<file path="src/rtl/fifo_chain_pkg.sv">
package fifo_chain_pkg;
    typedef enum logic {
        TOK_WAIT = 1'b0,
        TOK_OWN  = 1'b1
    } tok_state_t;

    localparam int XBIT_WR = 0;
    localparam int XBIT_RD = 1;
    localparam int NUM_CH  = 2;
endpackage

</file>
<file path="src/rtl/chain_token_fsm.sv">
module chain_token_fsm
    import fifo_chain_pkg::*;
(
    input  logic clk,
    input  logic rst_n,
    input  logic is_head,
    input  logic step,
    input  logic at_last,
    input  logic pass_in,
    output logic own,
    output logic pass_out
);
    tok_state_t state_q, state_d;

    always_ff @(posedge clk) begin
        if (!rst_n) state_q <= is_head ? TOK_OWN : TOK_WAIT;
        else        state_q <= state_d;
    end

    always_comb begin
        state_d = state_q;
        unique case (state_q)
            TOK_OWN:  if (step && at_last && !pass_in) state_d = TOK_WAIT;
            TOK_WAIT: if (pass_in)                     state_d = TOK_OWN;
            default:                                   state_d = TOK_WAIT;
        endcase
    end

    always_comb begin
        own      = (state_q == TOK_OWN);
        pass_out = own && step && at_last;
    end

    // a hand-off to another slice leaves this slice without the token
    p_handoff_r3: assert property (@(posedge clk) disable iff (!rst_n)
        (pass_out && !pass_in) |=> !own);
    // an incoming pulse is always taken
    p_take_r5: assert property (@(posedge clk) disable iff (!rst_n)
        (!own && pass_in) |=> own);
endmodule

</file>
<file path="src/rtl/chain_ring_ptr.sv">
module chain_ring_ptr #(
    parameter int DEPTH = 256,
    localparam int AW = (DEPTH > 1) ? $clog2(DEPTH) : 1
) (
    input  logic          clk,
    input  logic          rst_n,
    input  logic          advance,
    output logic [AW-1:0] ptr,
    output logic          at_last
);
    localparam logic [AW-1:0] LAST = AW'(DEPTH - 1);

    always_ff @(posedge clk) begin
        if (!rst_n)       ptr <= '0;
        else if (advance) ptr <= at_last ? '0 : ptr + AW'(1);
    end

    assign at_last = (ptr == LAST);

    // the pointer never leaves the slice's address range
    p_ptr_range_r1: assert property (@(posedge clk) disable iff (!rst_n)
        ptr <= LAST);
endmodule

</file>
<file path="src/rtl/chain_store.sv">
module chain_store #(
    parameter int WIDTH = 9,
    parameter int DEPTH = 256,
    localparam int AW = (DEPTH > 1) ? $clog2(DEPTH) : 1
) (
    input  logic             clk,
    input  logic             we,
    input  logic [AW-1:0]    waddr,
    input  logic [WIDTH-1:0] wdata,
    input  logic [AW-1:0]    raddr,
    output logic [WIDTH-1:0] rdata
);
    logic [WIDTH-1:0] cells [DEPTH];

    always_ff @(posedge clk) begin
        if (we) cells[waddr] <= wdata;
    end

    assign rdata = cells[raddr];
endmodule

</file>
<file path="src/rtl/fifo_chain_slice.sv">
module fifo_chain_slice
    import fifo_chain_pkg::*;
#(
    parameter int WIDTH = 9,
    parameter int DEPTH = 256
) (
    input  logic             clk,
    input  logic             rst_n,
    input  logic             head_n,
    input  logic             wr_en,
    input  logic [WIDTH-1:0] wr_data,
    input  logic             rd_en,
    output logic [WIDTH-1:0] rd_data,
    input  logic [1:0]       xin,
    output logic [1:0]       xout,
    output logic             full_n,
    output logic             empty_n
);
    localparam int AW = (DEPTH > 1) ? $clog2(DEPTH) : 1;
    localparam int CW = $clog2(DEPTH + 1);
    localparam logic [CW-1:0] CNT_FULL = CW'(DEPTH);

    logic [CW-1:0]       count_q;
    logic [NUM_CH-1:0]   fire, own, at_last;
    logic [AW-1:0]       ptr [NUM_CH];
    logic [WIDTH-1:0]    mem_rdata;
    logic                has_words, is_full;

    assign has_words = (count_q != '0);
    assign is_full   = (count_q == CNT_FULL);

    assign fire[XBIT_WR] = wr_en && own[XBIT_WR] && !is_full;
    assign fire[XBIT_RD] = rd_en && own[XBIT_RD] && has_words;

    for (genvar ch = 0; ch < NUM_CH; ch++) begin : g_chan
        chain_ring_ptr #(.DEPTH(DEPTH)) u_ptr (
            .clk     (clk),
            .rst_n   (rst_n),
            .advance (fire[ch]),
            .ptr     (ptr[ch]),
            .at_last (at_last[ch])
        );

        chain_token_fsm u_tok (
            .clk      (clk),
            .rst_n    (rst_n),
            .is_head  (!head_n),
            .step     (fire[ch]),
            .at_last  (at_last[ch]),
            .pass_in  (xin[ch]),
            .own      (own[ch]),
            .pass_out (xout[ch])
        );
    end

    chain_store #(.WIDTH(WIDTH), .DEPTH(DEPTH)) u_store (
        .clk   (clk),
        .we    (fire[XBIT_WR]),
        .waddr (ptr[XBIT_WR]),
        .wdata (wr_data),
        .raddr (ptr[XBIT_RD]),
        .rdata (mem_rdata)
    );

    always_ff @(posedge clk) begin
        if (!rst_n) begin
            count_q <= '0;
        end else begin
            unique case ({fire[XBIT_WR], fire[XBIT_RD]})
                2'b10:   count_q <= count_q + CW'(1);
                2'b01:   count_q <= count_q - CW'(1);
                default: count_q <= count_q;
            endcase
        end
    end

    always_comb begin
        full_n  = !(own[XBIT_WR] && is_full);
        empty_n = own[XBIT_RD] && has_words;
        rd_data = empty_n ? mem_rdata : '0;
    end

    // flags take their reset values on the first cycle after reset
    p_reset_flags_r1: assert property (@(posedge clk) disable iff (!rst_n)
        !$past(rst_n) |-> (!empty_n && full_n && (own[XBIT_WR] == !head_n)));
    // the word count never exceeds the slice depth
    p_no_overflow_r6: assert property (@(posedge clk) disable iff (!rst_n)
        count_q <= CNT_FULL);
    // a full slice stays full unless a read is taken
    p_full_holds_r6: assert property (@(posedge clk) disable iff (!rst_n)
        (!full_n && !fire[XBIT_RD]) |=> (count_q == CNT_FULL));
    // an empty slice stays empty unless a write is taken
    p_no_underflow_r7: assert property (@(posedge clk) disable iff (!rst_n)
        (!has_words && !fire[XBIT_WR]) |=> !has_words);
    // a slice without the read token keeps its data output at zero
    p_quiet_data_r4: assert property (@(posedge clk) disable iff (!rst_n)
        !own[XBIT_RD] |-> (rd_data == '0));
    // simultaneous accepted read and write keep the count
    p_both_keep_r8: assert property (@(posedge clk) disable iff (!rst_n)
        (fire[XBIT_WR] && fire[XBIT_RD]) |=> $stable(count_q));
endmodule

</file>
<file path="config.mk">
export PLATFORM = sky130hd
export DESIGN_NAME = fifo_chain_slice
export DESIGN_NICKNAME = d
export VERILOG_FILES = /design/src/rtl/fifo_chain_pkg.sv /design/src/rtl/chain_token_fsm.sv /design/src/rtl/chain_ring_ptr.sv /design/src/rtl/chain_store.sv /design/src/rtl/fifo_chain_slice.sv
export SDC_FILE = /design/constraint.sdc
export NUM_CORES = 2
export LEC_CHECK = 0
export BUFFER_PORTS_ARGS = -buffer_cell sky130_fd_sc_hd__buf_2
export CORE_MARGIN = 5
export CORE_UTILIZATION = 33
export CTS_BUF_LIST = sky130_fd_sc_hd__clkbuf_2 sky130_fd_sc_hd__clkbuf_4 sky130_fd_sc_hd__clkbuf_8
export CTS_CLUSTER_SIZE = 12
export DETAILED_ROUTE_END_ITERATION = 12
export RECOVER_POWER = 100
export SLEW_MARGIN = 20
export SYNTH_ARGS = -nofsm -noshare
export SYNTH_HDL_FRONTEND = slang
export SYNTH_HIERARCHICAL = 1
export SYNTH_SLANG_ARGS = --single-unit
</file>
<file path="constraint.sdc">
create_clock -name clk -period 6.45 [get_ports clk]
set_clock_uncertainty 0.05 [all_clocks]
set_input_delay 1.29 -clock clk [delete_from_list [all_inputs] [get_ports clk]]
set_output_delay 1.29 -clock clk [all_outputs]
set_load 0.01 [all_outputs]
</file>
Word-level counts from Yosys, hierarchy flattened

Memories as Yosys holds them, arrays and structs flattened. A register that Yosys moved wholly into a read port is not among the register bits.
Cells that the tools add are included.

$add $sub $neg: 4
$mul: 0
Divide/modulo/power cells: 0
Magnitude comparators: 0
Equal/unequal tests: 5
Shift-type cells: 0
Muxes and demuxes: 17
Bitwise gates (word level): 2
Reduce and logical (&&, ||, !) cells: 20

Operator list:

| cell                  | number |
|---|---|
| $mux W8               | 4 |
| $pmux W9 S2           | 1 |
| $add A8 B1 Y8 const B | 2 |
| $eq A8 B8 Y1 const B  | 2 |
| $logic_and A1 B1 Y1   | 14 |
| $add A9 B1 Y9 const B | 1 |
| $eq A9 B9 Y1 const B  | 1 |
| $mux W1               | 9 |
| $mux W9               | 1 |
| $reduce_bool A9 Y1    | 1 |
| $sub A9 B1 Y9 const B | 1 |
| $logic_not A1 Y1      | 4 |
| $pmux W1 S2           | 2 |
| $eq A2 B1 Y1 const B  | 1 |
| $eq A2 B2 Y1 const B  | 1 |
| $not A1 Y1            | 2 |
| $reduce_bool A2 Y1    | 1 |

Flip-flop bits (word level): 27
Bits in latches: 0
RAM bits: 2,304
Memory bits (read-only): 0
Bits of input ports: 16
Word-level logic and storage cells: 54
Memories kept: 1

Memory list:

| memory        | words | width | read ports | clocked after Yosys merged registers in | wr ports | RTL line          | RTL |
|---|---|---|---|---|---|---|---|
| u_store.cells | 256   | 9     | 1          | 1                                       | 1        | chain_store.sv:13 | `logic [WIDTH-1:0] cells [DEPTH];` |

Logic depth before layout (Yosys ltp)

Word-level depth: 8
Gate-level depth with buffers: 12

Modules after synthesis

Netlist, hierarchy kept.

By module, submodules not included:

| module           | times used | cells each | area an instance (µm²) | sequential area each (µm²) |
|---|---|---|---|---|
| chain_store      | 1          | 4,228      | 89,098.0               | 69,186.4 |
| fifo_chain_slice | 1          | 101        | 842.1                  | 180.2 |
| chain_ring_ptr   | 2          | 40         | 371.6                  | 160.2 |
| chain_token_fsm  | 2          | 5          | 51.3                   | 20.0 |

Least setup slack after synthesis

OpenSTA, ideal clock, no wires.

Kind: reg-to-output
Start point: register g_chan[1].u_ptr/ptr[0] (netlist name)
End point: output rd_data[7]
Data arrival time: 2.272 ns
Data required time: 5.110 ns
Setup slack: 2.838 ns
Stages on the path, launching flop included: 11
Path through: dfxtp_1 -> buf_6 -> buf_12 -> buf_6 -> buf_6 -> mux4_2 -> a22oi_1 -> a21oi_1 -> nor4_1 -> nor3_1 -> and2_4

RTL lines:

| element       | RTL line               | RTL |
|---|---|---|
| end, declared | fifo_chain_slice.sv:13 | `output logic [WIDTH-1:0] rd_data,` |

==> impl_metrics.yaml <==
global_routing:
  grt_pass1_wl_mm: 333
  antenna_found_initial: 6
  grt_overflow: 0
  grt_pass1_vias: 46000
  grt_usage_pct: 15.8
  grt_max_degree: 189
worst_setup_path:
  reg2reg_depth: 8
  cp.arrival_ps: 5070
  cp.required_ps: 5110
  crit_path_start_kind: "register"
  rrSetupSlack_ps: 1210
  critPathCaptureType: "output port"
  worst-path-max-fanout: 20
  path_class: "reg2out"
clock_network:
  clockBufferDepth: 4
  numCtsBuffers: 360
  clk_latency_ps: 960
  holdBufCountCts: 0
  cts_tree: "done"
  clk_pin_slew_ps: 60
  htreeDepth: 5
  clockRootBuffer: "clkbuf_8"
  clock-sinks: 2331
placed_design:
  io_buffers: 28
  gp_congestion: 0.840
  dp_slack_ps: 475
  dpl.hpwl_mm: 139
detailed_routing:
  routed_wl_mm: 232
  drc: 0
  wl_per_cell_um: 27.1
  ant_nets: 0
  dr_wl_met2_mm: 113
  vias: 45900
  drtPass1Iterations: 6
  first_iter_violations: 4945
  wl_met1_mm: 93.8
  avgViaCountPerCell: 5.36
  wl_met3_mm: 17.5
  routed.top_layer: "met5"
status:
  status: "complete, but fails checks"
  violations: "max-capacitance violations, max-slew violations"
cells_and_area:
  layout-drive-gt1-share_pct: 24.8
  layout.nets: 4719
  areaGrowthSynthToFinish_pct: 12.6
  mostFrequentLayoutCells: "edfxtp_1, mux4_2, clkbuf_8"
  layout_commonest_cell: "edfxtp_1"
synthesis:
  ys_seq_area_share_pct: 76.8
  syn_area_mm2: 0.0908
  syn_inst: 4419
  ys.flop_type: "edfxtp_1"
  syn-num-nets: 4446
  ys_ff_latch: 2331
  avgSynthCellArea_um2: 20.5
  ys_types: 79
  yosysWarnings: 6
  async_flop_share_pct: 0
  synth_edf_count: 2304
sta:
  hold_ws_ps: 471
  worst_slack_ps: 36.0
  rsz0062_at_grt: "false"
  worstMarginPinSlew_ps: 5600
  setup_viol: 0
  period_needed_ps: 6410
  hold_viol_final: 0
  max_freq_mhz: 156
  report.final.slew_viol_count: 1714
  period_share_pct: 99.4
  max_slew_margin_pct: -274
die:
  dieArea_mm2: 0.286
  fp-row-count: 192
  pin_count: 29
  die_y_um: 535
  core_area_mm2: 0.274
  fp.dieW_um: 535
  start_util_pct: 33.2
power:
  vdd_drop_max_v: 0.000180
  p_sw_share_pct: 23.7
  clkPwrFrac_pct: 37.0
  p_int_uw: 24500
  p_seq_share_pct: 52.1
  cellLeakagePower_uw: 0.0302
  power_frac_comb_pct: 10.9
  switchingPower_uw: 7640
  powerDensity_mw_per_mm2: 315
min_path:
  whs_path_depth: 1
  hold_class: "reg2reg"
job:
  maxCapViolCount: 27
## what timing repair did
item                                    in CTS  in global routing
hold endpoints to repair                     0                  0
buffers inserted                            10                 10
endpoints found under the setup margin       9                  6
gates resized for setup                     16                  6
## cells in the mapped netlist, types with 33 or more instances
| cell | number | area (µm²) |
|---|---|---|
| nor2_1 | 311 | 1170 |
| nand2_1 | 55 | 206 |
| o221ai_1 | 35 | 307 |
| nand3_1 | 43 | 215 |
| o22ai_1 | 66 | 413 |
| edfxtp_1 | 2304 | 69200 |
| nor2b_1 | 33 | 206 |
| mux4_2 | 467 | 10500 |
| buf_2 | 54 | 270 |
| a21oi_1 | 104 | 521 |
| mux2i_1 | 181 | 1810 |
| a22oi_1 | 174 | 1310 |
| clkbuf_1 | 122 | 458 |
| o21ai_0 | 39 | 195 |
## area by class of cell
cell class                      count  area, µm²
Multi-Input combinational cell   1818      19600
Antenna cell                        4       10.0
Timing Repair Buffer              173       1410
Clock inverter                    169       1050
Clock buffer                      472       5850
Inverter                            8       30.0
Sequential cell                  2331      69700
Fill cell                       24900     172000
Tap cell                         3589       4490
## cell families after synthesis
kind of cell / Yosys count / share of synthesized area (%)
AO/OA/AOI/OAI: 533 / 4.03
XOR/XNOR: 9 / 0.0868
adder cells (fa/ha/maj): 11 / 0.160
buffers and inverters: 270 / 1.77
flip-flops: 2331 / 76.8
multiplexers: 678 / 14.1
AND/OR/NAND/NOR: 587 / 3.05
## metal layers
layer / track usage (%) / vias up
li1: - / 19000
met1: 21.4 / 24600
met2: 25.7 / 1932
met3: 2.93 / 344
met4: 5.21 / 2
met5: 0 / -
## worst paths after layout
kind                          endpoint                   start
setup / recovery            rd_data[8]  g_chan[1].u_ptr/ptr[4]
hold / removal              count_q[7]              count_q[7]
setup reg to reg  u_store/cells[94][0]              count_q[5]
hold reg to reg             count_q[7]              count_q[7]
## power by group through the flow
| stage | clock [µW] | sequential [µW] | combinational (µW) |
|---|---|---|---|
| finish | 11900 | 16800 | 3500 |
| global route | 13000 | 16800 | 3730 |
| CTS | 12200 | 16700 | 3570 |
| detailed placement | 0 | 17100 | 3550 |
| global placement | 0 | 17100 | 3520 |
| floorplan | 0 | 17000 | 2520 |
## metrics by stage
step	cells	setup TNS [ps]	util [%]	power, µW	instance area (µm²)
final	8564	0	37.3	32200	102000
after global routing	8562	0	37.3	33400	102000
after CTS	8549	0	37.4	32500	102000
after detailed placement	7898	0	34.8	20600	95300
after global placement	7896	-495	34.8	20600	95200
after floorplan	4419	0	-	19500	90800
## state kept, by name, indices dropped and copies added, names as in the netlist
signal / flops
u_store/cells: 2304
g_chan.u_ptr/ptr: 16
count_q: 9
g_chan.u_tok/own: 2
## worst max-delay path, stage by stage, from the launching register on
cell and delay, ps:
dfxtp_2 860, nor2b_4 710, buf_4 420, a22oi_1 190, a21oi_1 500, nor4_1 250, nor4_2 570, clkbuf_1 240
and2_1 190, buf_2 150
Note: power is estimated with default switching activity, not from simulation.
